<file path="config.mk">
export PLATFORM = sky130hd
export DESIGN_NAME = mhf_group_filter
export DESIGN_NICKNAME = d
export VERILOG_FILES = /design/src/rtl/mhf_pkg.sv /design/src/rtl/mhf_crc_acc.sv /design/src/rtl/mhf_hash_table.sv /design/src/rtl/mhf_frame_ctl.sv /design/src/rtl/mhf_group_filter.sv
export SDC_FILE = /design/constraint.sdc
export NUM_CORES = 1
export LEC_CHECK = 0
export BUFFER_PORTS_ARGS = -buffer_cell sky130_fd_sc_hd__buf_2
export CORE_ASPECT_RATIO = 0.5
export CORE_MARGIN = 2
export CORE_UTILIZATION = 67
export DETAILED_ROUTE_END_ITERATION = 8
export PLACE_DENSITY_LB_ADDON = 0.1
export SYNTH_ARGS = -nofsm -noshare
export SYNTH_HDL_FRONTEND = slang
export SYNTH_HIERARCHICAL = 1
export SYNTH_SLANG_ARGS = --single-unit
</file>
<file path="constraint.sdc">
create_clock -name clk_i -period 10.24 [get_ports clk_i]
set_input_delay 2.048 -clock clk_i [delete_from_list [all_inputs] [get_ports clk_i]]
set_output_delay 2.048 -clock clk_i [all_outputs]
set_load 0.005 [all_outputs]
</file>
<file path="src/rtl/mhf_pkg.sv">
package mhf_pkg;
  localparam int unsigned CRC_W = 32;
  localparam logic [CRC_W-1:0] CRC_POLY = 32'h04C1_1DB7;
  localparam logic [CRC_W-1:0] CRC_INIT = 32'hFFFF_FFFF;

  // One byte, LSB first, MSB-side feedback, no final inversion
  function automatic logic [CRC_W-1:0] crc_step_byte(input logic [CRC_W-1:0] c_in,
                                                      input logic [7:0] d);
    logic [CRC_W-1:0] c;
    logic fb;
    c = c_in;
    for (int i = 0; i < 8; i++) begin
      fb = c[CRC_W-1] ^ d[i];
      c  = {c[CRC_W-2:0], 1'b0};
      if (fb) c = c ^ CRC_POLY;
    end
    return c;
  endfunction
endpackage

</file>
<file path="src/rtl/mhf_crc_acc.sv">
module mhf_crc_acc
  import mhf_pkg::*;
(
  input  logic             clk_i,
  input  logic             rst_ni,
  input  logic             en_i,
  input  logic             restart_i,
  input  logic [7:0]       byte_i,
  output logic [CRC_W-1:0] crc_next_o
);
  logic [CRC_W-1:0] crc_q;

  assign crc_next_o = crc_step_byte(restart_i ? CRC_INIT : crc_q, byte_i);

  always_ff @(posedge clk_i or negedge rst_ni) begin
    if (!rst_ni)   crc_q <= CRC_INIT;
    else if (en_i) crc_q <= crc_next_o;
  end

  assert_crc_hold_R8: assert property (@(posedge clk_i) disable iff (!rst_ni)
    !en_i |=> $stable(crc_q));
endmodule

</file>
<file path="src/rtl/mhf_hash_table.sv">
module mhf_hash_table #(
  parameter int unsigned IDX_W = 8,
  parameter int unsigned REG_W = 32,
  localparam int unsigned BIT_W = $clog2(REG_W),
  localparam int unsigned SEL_W = IDX_W - BIT_W,
  localparam int unsigned NUM_REGS = 1 << SEL_W
) (
  input  logic             clk_i,
  input  logic             rst_ni,
  input  logic             wr_en_i,
  input  logic [SEL_W-1:0] wr_idx_i,
  input  logic [REG_W-1:0] wr_data_i,
  input  logic [IDX_W-1:0] idx_i,
  output logic             hit_o
);
  logic [REG_W-1:0] regs_q [NUM_REGS];

  for (genvar r = 0; r < NUM_REGS; r++) begin : g_reg
    always_ff @(posedge clk_i or negedge rst_ni) begin
      if (!rst_ni) regs_q[r] <= '0;
      else if (wr_en_i && wr_idx_i == SEL_W'(r)) regs_q[r] <= wr_data_i;
    end

    assert_reg_write_R7: assert property (@(posedge clk_i) disable iff (!rst_ni)
      (wr_en_i && wr_idx_i == SEL_W'(r)) |=> regs_q[r] == $past(wr_data_i));
    assert_reg_hold_R7: assert property (@(posedge clk_i) disable iff (!rst_ni)
      !(wr_en_i && wr_idx_i == SEL_W'(r)) |=> $stable(regs_q[r]));
  end

  logic [SEL_W-1:0] reg_sel;
  logic [BIT_W-1:0] bit_sel;
  // MSB-first numbering: bit (REG_W-1 - low) == ~low
  assign reg_sel = idx_i[IDX_W-1:BIT_W];
  assign bit_sel = ~idx_i[BIT_W-1:0];
  assign hit_o   = regs_q[reg_sel][bit_sel];
endmodule

</file>
<file path="src/rtl/mhf_frame_ctl.sv">
module mhf_frame_ctl #(
  parameter int unsigned ADDR_BYTES = 6,
  localparam int unsigned CNT_W = $clog2(ADDR_BYTES),
  localparam logic [CNT_W-1:0] LAST = CNT_W'(ADDR_BYTES - 1)
) (
  input  logic clk_i,
  input  logic rst_ni,
  input  logic valid_i,
  input  logic grp_bit_i,
  input  logic hit_i,
  output logic first_o,
  output logic match_o,
  output logic done_o
);
  logic [CNT_W-1:0] cnt_q;
  logic grp_q, match_q, done_q;
  logic last;

  assign first_o = (cnt_q == '0);
  assign last    = (cnt_q == LAST);

  always_ff @(posedge clk_i or negedge rst_ni) begin
    if (!rst_ni) begin
      cnt_q   <= '0;
      grp_q   <= 1'b0;
      match_q <= 1'b0;
      done_q  <= 1'b0;
    end else begin
      done_q <= valid_i && last;
      if (valid_i) begin
        cnt_q <= last ? '0 : cnt_q + 1'b1;
        if (first_o) begin
          grp_q   <= grp_bit_i;
          match_q <= 1'b0;
        end
        if (last) match_q <= hit_i && (first_o ? grp_bit_i : grp_q);
      end
    end
  end

  assign match_o = match_q;
  assign done_o  = done_q;

  assert_cnt_range_R1: assert property (@(posedge clk_i) disable iff (!rst_ni)
    cnt_q <= LAST);
  assert_done_pulse_R5: assert property (@(posedge clk_i) disable iff (!rst_ni)
    done_o |=> !done_o);
  assert_match_needs_group_R4: assert property (@(posedge clk_i) disable iff (!rst_ni)
    match_o |-> grp_q);
  assert_match_rise_at_done_R6: assert property (@(posedge clk_i) disable iff (!rst_ni)
    $rose(match_o) |-> done_o);
  assert_match_hold_R6: assert property (@(posedge clk_i) disable iff (!rst_ni)
    !valid_i |=> $stable(match_o));
endmodule

</file>
<file path="src/rtl/mhf_group_filter.sv">
module mhf_group_filter
  import mhf_pkg::*;
#(
  parameter int unsigned ADDR_BYTES = 6,
  parameter int unsigned IDX_W = 8,
  parameter int unsigned REG_W = 32,
  localparam int unsigned BIT_W = $clog2(REG_W),
  localparam int unsigned SEL_W = IDX_W - BIT_W
) (
  input  logic             clk_i,
  input  logic             rst_ni,
  input  logic [7:0]       byte_i,
  input  logic             byte_valid_i,
  input  logic             wr_en_i,
  input  logic [SEL_W-1:0] wr_idx_i,
  input  logic [REG_W-1:0] wr_data_i,
  output logic             match_o,
  output logic             done_o
);
  logic [CRC_W-1:0] crc_next;
  logic             first;
  logic             hit;

  mhf_crc_acc u_crc (
    .clk_i      (clk_i),
    .rst_ni     (rst_ni),
    .en_i       (byte_valid_i),
    .restart_i  (first),
    .byte_i     (byte_i),
    .crc_next_o (crc_next)
  );

  mhf_hash_table #(.IDX_W(IDX_W), .REG_W(REG_W)) u_tbl (
    .clk_i     (clk_i),
    .rst_ni    (rst_ni),
    .wr_en_i   (wr_en_i),
    .wr_idx_i  (wr_idx_i),
    .wr_data_i (wr_data_i),
    .idx_i     (crc_next[CRC_W-1 -: IDX_W]),
    .hit_o     (hit)
  );

  mhf_frame_ctl #(.ADDR_BYTES(ADDR_BYTES)) u_ctl (
    .clk_i     (clk_i),
    .rst_ni    (rst_ni),
    .valid_i   (byte_valid_i),
    .grp_bit_i (byte_i[0]),
    .hit_i     (hit),
    .first_o   (first),
    .match_o   (match_o),
    .done_o    (done_o)
  );

  assert_no_match_while_busy_R6: assert property (@(posedge clk_i) disable iff (!rst_ni)
    (byte_valid_i && first) |=> !match_o);
endmodule

</file>
# Word level (Yosys, flattened, before mapping)
# Index checks and enable logic that the tools add are counted.
# totals
regBits	294
input_bits	47
# classes
n_addsub	1
magnitude_cmp	2
eq_ne	8
n_mux	18
bitwise	18
reduce_logical	14
# op_table
op	n
two-way mux 27 bit	8
inverter 14 bit	8
binary-select mux 32 bit (select 3 bit)	1
two-way mux 32 bit	3
== test 3 bit (second input constant)	5
logical AND 1 bit	10
bitwise XOR 1 bit	8
== test 3 x 2 -> 1 bit (second input constant)	2
zero test 3 bit	2
less-than comparator 5 x 6 -> 1 bit (second input constant)	1
binary-select mux 1 bit (select 5 bit)	1
inverter 5 bit	1
greater-or-equal comparator 4 bit (second input constant)	1
two-way mux 1 bit	4
inverter 3 -> 4 bit	1
adder 3 x 1 -> 3 bit (second input constant)	1
== test 3 x 1 -> 1 bit (second input constant)	1
two-way mux 3 bit	1
AND reduction 2 bit	1
nonzero test 2 bit	1

# Longest topological paths before layout
# logic_depth
ltp_word	23
ltp_mapped	17

# By module
# The synthesis kept the hierarchy.
# modules_own_cells
module	instances	cells_each	area_per_inst_um2
mhf_hash_table	1	745	11573.6
mhf_crc_acc	1	211	2369.8
mhf_frame_ctl	1	21	262.8

# Worst setup path after synthesis
# Ideal clock, no wire load.
# synth_timing
kind	input -> register
from	input byte_i[0]
to	register u_ctl.match_q (netlist: u_ctl/match_o)
setup_time_ns	0.120
arrival_ns	4.826
required_ns	10.120
slack_ns	5.294
cell_stages	12
cell_sequence	xnor2_1 xor2_1 xnor2_1 buf_4 buf_2 mux4_2 mux2_2 o2111ai_1 o22ai_1 a21oi_1 a22oi_1 a31o_2
# synth_via
elab_chain_cells	16
elab_cells_between_ends	22
cone_classes	mux (14); bitwise (7); reduce/logical (1)
# synth_rtl
element	line	source
start, declared	mhf_group_filter.sv:12	input logic [7:0] byte_i,
bitwise XOR 1 bit *	mhf_pkg.sv:13	fb = c[CRC_W-1] ^ d[i];
two-way mux 27 bit *	mhf_pkg.sv:15	if (fb) c = c ^ CRC_POLY;
inverter 14 bit (no line)	n/a	
two-way mux 27 bit * (3 in a row)	mhf_pkg.sv:15	
inverter 14 bit (no line)	n/a	
two-way mux 27 bit *	mhf_pkg.sv:15	
via crc_next[29]	mhf_group_filter.sv:20	logic [CRC_W-1:0] crc_next;
inverter 3 -> 4 bit (not written as such) *	mhf_hash_table.sv:35	assign hit_o = regs_q[reg_sel][bit_sel];
binary-select mux 32 bit (select 3 bit) *	mhf_hash_table.sv:35	
two-way mux 32 bit (not written as such) * (2 in a row)	mhf_hash_table.sv:35	
binary-select mux 1 bit (select 5 bit) *	mhf_hash_table.sv:35	
two-way mux 1 bit (not written as such) *	mhf_hash_table.sv:35	
via hit	mhf_group_filter.sv:22	logic hit;
logical AND 1 bit *	mhf_frame_ctl.sv:36	if (last) match_q <= hit_i && (first_o ? grp_bit_i : grp_q);
two-way mux 1 bit *	mhf_frame_ctl.sv:36	
end signal, assigned	mhf_frame_ctl.sv:36	
end, declared	mhf_frame_ctl.sv:16	logic grp_q, match_q, done_q;
# The timed path passes the listed nets; every way through them passes the cells marked *. The select of a mux whose other input is x is not followed.
# A chain may end at the register's enable or synchronous reset.

# Final worst setup path
# Same ends and word-level chain as after synthesis.

==> impl_metrics.py <==
metrics = {
    "worst_setup_path": {
        "endpoint": "u_ctl/match_o",
        "worstPathCellList": "buf_2, xnor2_1, xor2_1, xnor2_2, buf_4, buf_4, mux4_2, mux4_2, mux2i_1, o22ai_1, a21oi_1, a22oi_1, a31o_2",
        "cp.required_ns": 10.67,
        "r2r-start": "u_ctl/cnt_q[2]",
        "crit_cells": 13,
        "critPathSlowestCell": "mux4_2",
        "startpoint": "byte_i[0]",
        "timing.rr.end": "u_ctl/match_o",
        "worstRegToRegCells": 15,
        "r2r_slack_ns": 5.21,
        "cpLargestDelayFamily": "multiplexers",
        "path_buf_inv": 3,
        "crit_arrival_ns": 6.22,
        "end_kind": "register",
        "worst_path_largest_cell_delay_ns": 0.56,
        "cp-start-kind": "input port",
        "critPathKind": "in -> reg",
        "crit_path_max_fanout": 29,
    },
    "global_route": {
        "grt_pass1_wl_mm": 48.1,
        "antenna_found_initial": 1,
        "grt_pass1_vias": 8597,
        "gr-total-overflow": 0,
        "track_usage_pct": 27.9,
        "grt_max_degree": 134,
    },
    "synthesis": {
        "synth-warning-count": 6,
        "synthesis.nets": 1022,
        "synthCells": 975,
        "postSynthAreaPerCell_um2": 14.6,
        "synth.cell_area_mm2": 0.0142,
    },
    "layout": {
        "area_growth_pct": 9.07,
        "drive_above_1_share_pct": 48.0,
        "multi_input_area_mm2": 0.00653,
        "fill_cells": 1308,
        "nets": 1052,
        "ff_latch_area_mm2": 0.00740,
    },
    "clock_tree": {
        "hold_buffers": 0,
        "cts_buffer_depth": 3,
        "cts_sinks": 294,
        "h-tree-depth": 1,
        "cts_buffers": 25,
        "cts_setup_buffers": 0,
        "post_cts_resized": 0,
        "root_buffer": "clkbuf_16",
        "clock_latency_ns": 0.53,
        "clk_pin_slew_worst_paths_ns": 0.07,
        "cts_tree": "done",
    },
    "timing": {
        "finalCritPeriodShare_pct": 56.6,
        "fin_skew_ns": 0.00667,
        "min_period_ns": 5.79,
        "setup_viol": 0,
        "maxSlewViolCount": 0,
        "rsz0062_at_grt": "false",
        "hold_viol": 0,
        "fmaxAchievable_mhz": 173,
        "tightest_slew_ns": 1.05,
        "maxSlewHeadroom_pct": 30.1,
        "fin_tns_setup_ns": 0,
    },
    "detailed_routing": {
        "drt_iter0_markers": 764,
        "drc": 0,
        "ant_nets": 0,
        "viasPerCell": 6.34,
        "wire_per_inst_um": 23.1,
        "vias": 8222,
        "drt_wl_total_mm": 29.9,
        "first_pass_iters": 5,
    },
    "hold_path": {
        "hold_path.class": "reg -> reg",
    },
    "place": {
        "hpwl_mm": 18.6,
        "gp_congestion": 0.798,
        "port_buffers": 48,
    },
    "flow_run": {
        "maxCapViolations": 0,
    },
    "die": {
        "fp.dieW_um": 210,
        "core_area_mm2": 0.0206,
        "io_pins": 49,
        "die_y_um": 107,
        "die_area_mm2": 0.0224,
        "rows": 37,
        "start_util_pct": 68.8,
    },
    "status": {
        "status": "finished clean",
    },
}
==> metrics by stage <==
step	utilization, %	instance area, µm²	instances	hold WS, ns	setup WS (ns)
after floorplan	-	14200	975	0.474	5.29
after global placement	71.1	14700	1251	0.482	3.96
after CTS	75.0	15500	1296	0.505	4.46
after detailed placement	71.1	14700	1251	0.491	3.93
final	75.0	15500	1297	0.504	4.45
after global routing	75.0	15500	1296	0.514	4.14
==> cell type report <==
| class | count | area share, % |
|---|---|---|
| sequential | 294 | 47.8 |
| timing repair buffer | 68 | 2.59 |
| tap | 273 | 2.21 |
| multi-input combinational | 613 | 42.1 |
| clock inverter | 9 | 0.525 |
| antenna | 1 | 0.0162 |
| clock buffer | 36 | 4.69 |
| inverter | 3 | 0.0727 |
==> layer usage <==
layer,GRT usage [%],vias up,wire length [µm]
met4,6.28,0,527
met1,40.6,4366,13700
met3,4.92,40,1520
li1,-,3621,-
met5,0,-,0
met2,44.9,195,14200
==> worst min-delay path: stages, from the launching register on <==
cell	delay, ns
dfstp_2	0.37
nor2_1	0.09
a21oi_1	0.05
==> flip-flops by register name, indices dropped and copies added, names as in the netlist <==
signal         cells
u_tbl/regs_q     256
u_crc/crc_q       32
u_ctl/cnt_q        3
u_ctl/done_o       1
u_ctl/grp_q        1
u_ctl/match_o      1
==> cells in the final DEF, fill, tap and decap left out, types with 4 or more instances in the layout <==
cell         n
a22o_1       8
a22oi_1      6
buf_2       47
buf_4       20
clkbuf_1     5
clkbuf_16   25
clkbuf_8     6
dfrtp_1    262
dfstp_2     32
mux2_2     288
mux2i_1     51
mux4_2      42
nand2_1      5
nor2_1      45
nor4_1       7
o21ai_0      4
o22ai_1     22
xnor2_1     62
xnor2_2      6
xor2_1      19
==> worst min path at each step <==
stage                      startpoint                end  cells past startpoint
finish                 u_crc/crc_q[1]     u_crc/crc_q[1]                      2
global route        u_tbl/regs_q[240]  u_tbl/regs_q[240]                      1
floorplan            u_tbl/regs_q[32]   u_tbl/regs_q[32]                      1
global placement    u_tbl/regs_q[155]  u_tbl/regs_q[155]                      1
CTS                 u_tbl/regs_q[214]  u_tbl/regs_q[214]                      1
detailed placement  u_tbl/regs_q[214]  u_tbl/regs_q[214]                      1
Power is left out: the tool's default activity adds up to more than one toggle a clock period on the data nets, which glitch-free logic cannot reach.
